File: config.mk
export PLATFORM = sky130hd
export DESIGN_NAME = smb_cfg_slave
export DESIGN_NICKNAME = d
export VERILOG_FILES = /design/src/rtl/smb_cfg_pkg.sv /design/src/rtl/smb_line_sync.sv /design/src/rtl/smb_cfg_regfile.sv /design/src/rtl/smb_xfer_fsm.sv /design/src/rtl/smb_cfg_slave.sv
export SDC_FILE = /design/constraint.sdc
export NUM_CORES = 1
export LEC_CHECK = 0
export BUFFER_PORTS_ARGS = -buffer_cell sky130_fd_sc_hd__buf_4
export CAP_MARGIN = 20
export CORE_UTILIZATION = 39
export CTS_CLUSTER_DIAMETER = 120
export DETAILED_ROUTE_END_ITERATION = 10
export PLACE_DENSITY_LB_ADDON = 0.1
export SYNTH_ARGS = -nofsm -noshare
export SYNTH_HDL_FRONTEND = slang
export SYNTH_SLANG_ARGS = --single-unit
File: constraint.sdc
create_clock -name clk -period 2 [get_ports clk]
set_input_delay 0.3 -clock clk [delete_from_list [all_inputs] [get_ports clk]]
set_output_delay 0.3 -clock clk [all_outputs]
set_load 0.01 [all_outputs]
File: src/rtl/smb_cfg_pkg.sv
package smb_cfg_pkg;
    localparam int NREG     = 6;
    localparam int OFFW     = 7;
    localparam logic [6:0] DEV_ADDR = 7'b1101110;

    typedef enum logic [2:0] {
        ST_IDLE, ST_ADDR, ST_AACK, ST_RX, ST_RACK, ST_TX, ST_MACK, ST_SKIP
    } smb_state_e;

    typedef enum logic [1:0] {
        PH_CMD, PH_COUNT, PH_DATA
    } wr_phase_e;

    function automatic logic [7:0] reg_rst(input int idx);
        case (idx)
            0:       return 8'h07;
            1:       return 8'hFF;
            4:       return 8'h08;
            default: return 8'h00;
        endcase
    endfunction

    function automatic logic [7:0] reg_wmask(input int idx);
        case (idx)
            0:       return 8'hC7;
            1, 2:    return 8'hFF;
            default: return 8'h00;
        endcase
    endfunction
endpackage

File: src/rtl/smb_line_sync.sv
module smb_line_sync #(
    parameter int STAGES = 2
) (
    input  logic clk,
    input  logic rst_n,
    input  logic scl_in,
    input  logic sda_in,
    output logic scl_lvl,
    output logic sda_lvl,
    output logic scl_rise,
    output logic scl_fall,
    output logic start_ev,
    output logic stop_ev
);
    logic [STAGES-1:0] scl_chain, sda_chain;
    logic              scl_q, sda_q;

    generate
        for (genvar g = 0; g < STAGES; g++) begin : g_stage
            always_ff @(posedge clk or negedge rst_n) begin
                if (!rst_n) begin
                    scl_chain[g] <= 1'b1;
                    sda_chain[g] <= 1'b1;
                end else if (g == 0) begin
                    scl_chain[g] <= scl_in;
                    sda_chain[g] <= sda_in;
                end else begin
                    scl_chain[g] <= scl_chain[(g == 0) ? 0 : g-1];
                    sda_chain[g] <= sda_chain[(g == 0) ? 0 : g-1];
                end
            end
        end
    endgenerate

    always_ff @(posedge clk or negedge rst_n) begin
        if (!rst_n) begin
            scl_q <= 1'b1;
            sda_q <= 1'b1;
        end else begin
            scl_q <= scl_chain[STAGES-1];
            sda_q <= sda_chain[STAGES-1];
        end
    end

    assign scl_lvl  = scl_chain[STAGES-1];
    assign sda_lvl  = sda_chain[STAGES-1];
    assign scl_rise = scl_lvl & ~scl_q;
    assign scl_fall = ~scl_lvl & scl_q;
    assign start_ev = scl_lvl & scl_q & sda_q & ~sda_lvl;
    assign stop_ev  = scl_lvl & scl_q & ~sda_q & sda_lvl;
endmodule

File: src/rtl/smb_cfg_regfile.sv
module smb_cfg_regfile
    import smb_cfg_pkg::*;
(
    input  logic                clk,
    input  logic                rst_n,
    input  logic                wr_en,
    input  logic [OFFW-1:0]     wr_idx,
    input  logic [7:0]          wr_data,
    input  logic [OFFW-1:0]     rd_idx,
    output logic [7:0]          rd_data,
    output logic [NREG*8-1:0]   cfg_flat
);
    logic [7:0] regs [NREG];

    generate
        for (genvar g = 0; g < NREG; g++) begin : g_reg
            localparam logic [7:0] RV = reg_rst(g);
            localparam logic [7:0] WM = reg_wmask(g);
            always_ff @(posedge clk or negedge rst_n) begin
                if (!rst_n)
                    regs[g] <= RV;
                else if (wr_en && wr_idx == OFFW'(g))
                    regs[g] <= (wr_data & WM) | (RV & ~WM);
            end
            assign cfg_flat[g*8 +: 8] = regs[g];
        end
    endgenerate

    always_comb begin
        rd_data = 8'h00;
        for (int i = 0; i < NREG; i++)
            if (rd_idx == OFFW'(i)) rd_data = regs[i];
    end

    // an out-of-range write leaves every register as it was
    p_oob_write_ignored_r8: assert property (@(posedge clk) disable iff (!rst_n)
        (wr_en && wr_idx >= OFFW'(NREG)) |=> (cfg_flat == $past(cfg_flat)));

    // a write to the fully writable enable register lands unchanged
    p_write_lands_r3: assert property (@(posedge clk) disable iff (!rst_n)
        (wr_en && wr_idx == OFFW'(1)) |=> (cfg_flat[15:8] == $past(wr_data)));
endmodule

File: src/rtl/smb_xfer_fsm.sv
module smb_xfer_fsm
    import smb_cfg_pkg::*;
(
    input  logic            clk,
    input  logic            rst_n,
    input  logic            scl_lvl,
    input  logic            sda_lvl,
    input  logic            scl_rise,
    input  logic            scl_fall,
    input  logic            start_ev,
    input  logic            stop_ev,
    input  logic [7:0]      rd_data,
    output logic [OFFW-1:0] ptr,
    output logic            wr_en,
    output logic [OFFW-1:0] wr_idx,
    output logic [7:0]      wr_data,
    output logic            sda_pull
);
    localparam logic [7:0] BLK_COUNT = 8'(NREG);

    smb_state_e state, state_nx;
    wr_phase_e  phase;
    logic [3:0] bit_cnt;
    logic [7:0] shreg;
    logic       pull_q, rw_q, blk_q, nack_q;
    logic       byte_end, addr_hit;

    assign byte_end = scl_fall && (bit_cnt == 4'd8);
    assign addr_hit = (shreg[7:1] == DEV_ADDR);

    // next-state logic
    always_comb begin
        state_nx = state;
        if (start_ev)
            state_nx = ST_ADDR;
        else if (stop_ev)
            state_nx = ST_IDLE;
        else begin
            unique case (state)
                ST_IDLE: state_nx = ST_IDLE;
                ST_ADDR: if (byte_end) state_nx = addr_hit ? ST_AACK : ST_SKIP;
                ST_AACK: if (scl_fall) state_nx = rw_q ? ST_TX : ST_RX;
                ST_RX:   if (byte_end) state_nx = ST_RACK;
                ST_RACK: if (scl_fall) state_nx = ST_RX;
                ST_TX:   if (byte_end) state_nx = ST_MACK;
                ST_MACK: if (scl_fall) state_nx = nack_q ? ST_SKIP : ST_TX;
                ST_SKIP: state_nx = ST_SKIP;
                default: state_nx = ST_IDLE;
            endcase
        end
    end

    // state register
    always_ff @(posedge clk or negedge rst_n) begin
        if (!rst_n) state <= ST_IDLE;
        else        state <= state_nx;
    end

    // datapath and outputs
    always_ff @(posedge clk or negedge rst_n) begin
        if (!rst_n) begin
            bit_cnt <= '0;
            shreg   <= '0;
            pull_q  <= 1'b0;
            rw_q    <= 1'b0;
            blk_q   <= 1'b0;
            nack_q  <= 1'b0;
            ptr     <= '0;
            phase   <= PH_CMD;
        end else if (start_ev || stop_ev) begin
            bit_cnt <= '0;
            pull_q  <= 1'b0;
        end else begin
            unique case (state)
                ST_ADDR, ST_RX: begin
                    if (scl_rise && bit_cnt != 4'd8) begin
                        shreg   <= {shreg[6:0], sda_lvl};
                        bit_cnt <= bit_cnt + 4'd1;
                    end
                    if (byte_end) begin
                        if (state == ST_ADDR) begin
                            pull_q <= addr_hit;
                            rw_q   <= shreg[0];
                        end else begin
                            pull_q <= 1'b1;
                            unique case (phase)
                                PH_CMD: begin
                                    blk_q <= ~shreg[7];
                                    ptr   <= shreg[7] ? shreg[6:0] : '0;
                                    phase <= shreg[7] ? PH_DATA : PH_COUNT;
                                end
                                PH_COUNT: phase <= PH_DATA;
                                default:  ptr   <= ptr + OFFW'(1);
                            endcase
                        end
                    end
                end
                ST_AACK: if (scl_fall) begin
                    bit_cnt <= '0;
                    if (!rw_q) begin
                        pull_q <= 1'b0;
                        phase  <= PH_CMD;
                    end else if (blk_q) begin
                        shreg  <= BLK_COUNT;
                        ptr    <= '0;
                        pull_q <= ~BLK_COUNT[7];
                    end else begin
                        shreg  <= rd_data;
                        ptr    <= ptr + OFFW'(1);
                        pull_q <= ~rd_data[7];
                    end
                end
                ST_RACK: if (scl_fall) begin
                    pull_q  <= 1'b0;
                    bit_cnt <= '0;
                end
                ST_TX: begin
                    if (scl_rise && bit_cnt != 4'd8) bit_cnt <= bit_cnt + 4'd1;
                    if (scl_fall) begin
                        if (bit_cnt == 4'd8) pull_q <= 1'b0;
                        else begin
                            shreg  <= {shreg[6:0], 1'b0};
                            pull_q <= ~shreg[6];
                        end
                    end
                end
                ST_MACK: begin
                    if (scl_rise) nack_q <= sda_lvl;
                    if (scl_fall && !nack_q) begin
                        shreg   <= rd_data;
                        ptr     <= ptr + OFFW'(1);
                        pull_q  <= ~rd_data[7];
                        bit_cnt <= '0;
                    end
                end
                default: ;
            endcase
        end
    end

    assign wr_en    = (state == ST_RX) && byte_end && (phase == PH_DATA);
    assign wr_idx   = ptr;
    assign wr_data  = shreg;
    assign sda_pull = pull_q;

    // the data line moves only while the clock line is low
    p_pull_scl_low_r11: assert property (@(posedge clk) disable iff (!rst_n)
        (sda_pull != $past(sda_pull)) |-> !scl_lvl);

    // the address acknowledge slot is reached only on a matching address
    p_ack_match_r2: assert property (@(posedge clk) disable iff (!rst_n)
        (state == ST_AACK) |-> (shreg[7:1] == DEV_ADDR));

    // a STOP always brings the machine back to idle with SDA released
    p_stop_idle_r10: assert property (@(posedge clk) disable iff (!rst_n)
        stop_ev |=> (state == ST_IDLE && !sda_pull));

    // a block read first loads the byte count
    p_count_first_r6: assert property (@(posedge clk) disable iff (!rst_n)
        (state == ST_AACK && scl_fall && rw_q && blk_q) |=> (shreg == BLK_COUNT));
endmodule

File: src/rtl/smb_cfg_slave.sv
module smb_cfg_slave
    import smb_cfg_pkg::*;
(
    input  logic                clk,
    input  logic                rst_n,
    input  logic                scl_in,
    input  logic                sda_in,
    output logic                sda_pull,
    output logic [NREG*8-1:0]   cfg_regs
);
    logic            scl_lvl, sda_lvl, scl_rise, scl_fall, start_ev, stop_ev;
    logic            wr_en;
    logic [OFFW-1:0] ptr, wr_idx;
    logic [7:0]      wr_data, rd_data;

    smb_line_sync #(.STAGES(2)) i_sync (
        .clk      (clk),
        .rst_n    (rst_n),
        .scl_in   (scl_in),
        .sda_in   (sda_in),
        .scl_lvl  (scl_lvl),
        .sda_lvl  (sda_lvl),
        .scl_rise (scl_rise),
        .scl_fall (scl_fall),
        .start_ev (start_ev),
        .stop_ev  (stop_ev)
    );

    smb_xfer_fsm i_fsm (
        .clk      (clk),
        .rst_n    (rst_n),
        .scl_lvl  (scl_lvl),
        .sda_lvl  (sda_lvl),
        .scl_rise (scl_rise),
        .scl_fall (scl_fall),
        .start_ev (start_ev),
        .stop_ev  (stop_ev),
        .rd_data  (rd_data),
        .ptr      (ptr),
        .wr_en    (wr_en),
        .wr_idx   (wr_idx),
        .wr_data  (wr_data),
        .sda_pull (sda_pull)
    );

    smb_cfg_regfile i_regs (
        .clk      (clk),
        .rst_n    (rst_n),
        .wr_en    (wr_en),
        .wr_idx   (wr_idx),
        .wr_data  (wr_data),
        .rd_idx   (ptr),
        .rd_data  (rd_data),
        .cfg_flat (cfg_regs)
    );
endmodule

==> implementation parameters <==
Parameter                              Value

Detailed routing
  Starting DRC count in detailed routing    167
  Number of nets with antenna violations after routing    0
  Number of iterations in the first detailed-routing pass    4
  Routed len/inst    16.2 um
  DRC viols    0
  Routed via count divided by cell count    5.39
  Final wirelength    7850 um
  Routed via count    2614

Clock tree
  Level count of the clock H-tree    2
  Clock tree from TritonCTS    done
  Clk Latency, worst-skew pair    0.31 ns
  Clock transition at the registers of the reported paths    0.10 ns
  Maximum clock insertion buffer count    2
  TritonCTS Buffers    5
  Clock root buffer master    clkbuf_8
  Clk sink count    55
  CTS Hold Bufs    0

Global routing
  Initial antenna violation count    0
  Via count of the first global-routing pass    2603
  Maximum number of pins on one net before global-route repair    56
  First-pass GRT wire length    13100 um
  GR Overflow Total    0
  Met2 layer usage reported by global route    0.328
  Global-route met3 utilization    0.0268
  GRT Max-Usage Layer    met2
  Global-route met1 utilization    0.257
  Global-route usage over all layers    0.192

STA
  Final Skew    0.00911 ns
  Setup violations, final    8
  Highest attainable clock frequency    489 MHz
  Final count of pins violating max slew    0
  Slew headroom    0.529
  Final Hold Viols    0
  Portion of the clock cycle consumed by the worst path in the final layout    1.02
  Hold slack    0.0263 ns
  Setup slack after layout    -0.0436 ns
  RSZ-0062 raised after global routing    true
  Final setup TNS    -0.294 ns
  Final period demand of the worst path    2.04 ns
  Worst-Margin Slew    0.706 ns

Outcome
  Violated checks    setup timing
  Outcome    finished, violations left

Floorplanning
  Chip width    93.4 um
  Effective utilization at floorplan    0.413
  Core region area    7890 sq um
  Count of standard-cell rows    32
  Overall die height    93.4 um
  Die area    8720 sq um
  I/O pin count    53

Worst setup path
  Cell count of the worst reg-to-reg path    4
  Required time reported for the critical path endpoint    2.19 ns
  Slack of the worst reg-to-reg path    -0.04 ns
  Depth of the critical timing path with buffers and inverters included    4
  Category of the worst setup path capture point    register
  CP Launch Type    register
  Longest individual stage delay on the worst path    0.60 ns
  Worst Setup Path Type    reg2reg
  Critical path buffers and inverters    0
  Delay-heaviest family, CP    simple AND/OR/NAND/NOR gates
  Master of the slowest instance on the critical path    or4_4
  CP Max Fanout    8
  Data arrival, critical path    2.24 ns
  Cell breakdown of the critical path    or4_4, nand3b_4, or3_4, mux2_4

Cells and area
  Final std cell area, no fill    3920 sq um
  Post-layout nets    392
  Area growth from synthesis to final layout    20.4%
  Antenna diode instance count    0
  Share of layout cells above drive strength 1    0.379

Logic synthesis
  Number of instances in the synthesized netlist    323
  Synth Warn #    0
  Register bit count reported by yosys    55
  Cell type with the largest total area after synthesis    dfrtp_1
  Fraction of synthesized cell area taken by the top area cell type    0.292
  Mapped Avg Cell Area    10.1 sq um
  Syn Std Cell Area    3260 sq um
  Async S/R FF share, synth    1.00
  Most common flop cell mapped by yosys    dfrtp_1
  Count of flip-flops with a built-in enable after synthesis    0
  Part of the Yosys area used for sequential elements    0.429
  Largest cells by area after synthesis    dfrtp_1 29%, dfstp_2 14%, mux2_2 6.9%
  Count of unique library cells instantiated by Yosys    58

Power and ir drop
  Reported leakage power    1.79 nW
  Worst supply voltage drop on vdd    0.411 mV
  Power per standard cell area    1180 nW/um^2

Flow run
  Number of max-cap violations    0

Min path
  Worst Hold Class    in2async

Placement
  Input/output buffers    25
  Placed wire-length estimate after detailed placement    5680 um
  Cell area after placement    3730 sq um
  RD Place Congestion    0.807
==> metal layers <==
metal | vias up | routed length (um) | share of wire
li1 | 1233 | - | -
met1 | 1289 | 3580 | 0.46
met2 | 82 | 3830 | 0.49
met3 | 10 | 346 | 0.044
met4 | 0 | 100 | 0.013
met5 | - | 0 | 0
==> timing repair <==
action / 4_1_cts / 5_1_grt
setup buffers: 1 / 1
resized for setup: 5 / 25
setup endpoints to repair: 28 / 38
pin swaps: 0 / 9
==> placed cells by master, fill, tap and decap left out, types with 3 or more instances in the layout <==
cell      Yosys  final
a21oi_1      12     10
a221oi_1      4      4
a22oi_1       4      4
a31oi_1       3      3
a32oi_1       3      3
and3_1        4      4
buf_4        27     65
clkbuf_8      0      5
conb_1        2     27
dfrtp_1      38     38
dfstp_2      17     17
ha_1          6      5
inv_1        10      8
mux2_2       20     20
mux2_4        8      8
mux2i_1       3      3
nand2_1      14     12
nand2b_1      7      7
nand3_1       8      8
nand3b_1      5      5
nand4b_1      3      3
nor2_1       28     27
nor2b_1       8      5
nor2b_2       0      3
nor3_1       10      9
o211ai_1      3      3
o21a_1        4      4
o21ai_0      15     14
o21ai_1       3      3
o22a_1        3      3
==> cells by family (layout without fill, tap and decap cells) <==
family,after synthesis,in the layout,share of synthesized area
buffers and inverters,51,86,0.0930
xor gates and xnor gates,3,3,0.00807
and+or+nand+nor,98,98,0.163
AOI/OAI and AO/OA,77,77,0.166
other,2,27,0.00231
muxes,31,31,0.115
DFF,55,55,0.429
adders and majority gates,6,6,0.0231
==> power by group <==
group          internal [mW]  leakage [nW]  total [mW]  switching [mW]
logic                   1.07          1.09        2.36            1.29
clock network          0.246        0.0412       0.611           0.365
registers               1.35         0.659        1.65           0.300
total                   2.67          1.79        4.62            1.95
==> Yosys cell counts, types with 4 or more instances <==
cell type and count:
buf_4 27, dfstp_2 17, nand2_1 14, nand3_1 8, nand3b_1 5, dfrtp_1 38
o21a_1 4, nand2b_1 7, inv_1 10, mux2_2 20, a221oi_1 4, nor2b_1 8
mux2_4 8, a22oi_1 4, ha_1 6, a21oi_1 12, o21ai_0 15, nor2_1 28
clkbuf_1 11, and3_1 4, nor3_1 10
==> worst register-to-register path, cell delays in order, from the launching register on <==
cell and delay, ns:
dfrtp_1 0.39, or4_4 0.60, nand3b_4 0.19, or3_4 0.43
mux2_4 0.32
==> state kept, by name, indices dropped and copies added (netlist names), 2 cells and up <==
register         flops
i_regs.cfg_flat     21
i_fsm.wr_data        8
i_fsm.phase          2
i_fsm.bit_cnt        4
i_fsm.ptr            7
i_fsm.state          3
==> area by class of cell <==
class	instances	area, sq um
fill	773	3970
multi-input combinational	242	1740
sequential	55	1400
timing repair buffer	68	531
tap	102	128
clock buffer	6	72.6
inverter	10	37.5
clock inverter	2	12.5
==> worst paths after layout <==
kind	endpoint	start
max in group asynchronous	i_fsm.ptr[1]	rst_n
setup reg to reg	i_regs.cfg_flat[18]	i_fsm.ptr[4]
setup / recovery	i_regs.cfg_flat[18]	i_fsm.ptr[4]
min in group clk	i_sync.scl_chain[0]	scl_in
hold / removal	i_fsm.bit_cnt[3]	rst_n
hold reg to reg	i_sync.sda_lvl	i_sync.sda_chain[0]
==> stage by stage <==
| step | instances | util | setup WS [ns] | total power [mW] |
|---|---|---|---|---|
| 2_1_floorplan | 348 | - | -0.00251 | 3.05 |
| 3_3_place_gp | 476 | 0.473 | -0.0579 | 3.84 |
| 3_5_place_dp | 476 | 0.473 | -0.0325 | 3.85 |
| 4_1_cts | 485 | 0.487 | -0.0242 | 4.52 |
| 5_1_grt | 485 | 0.497 | -0.0799 | 4.98 |
| 6_report | 485 | 0.497 | -0.0436 | 4.62 |
Power figures use the tool's default switching activity.
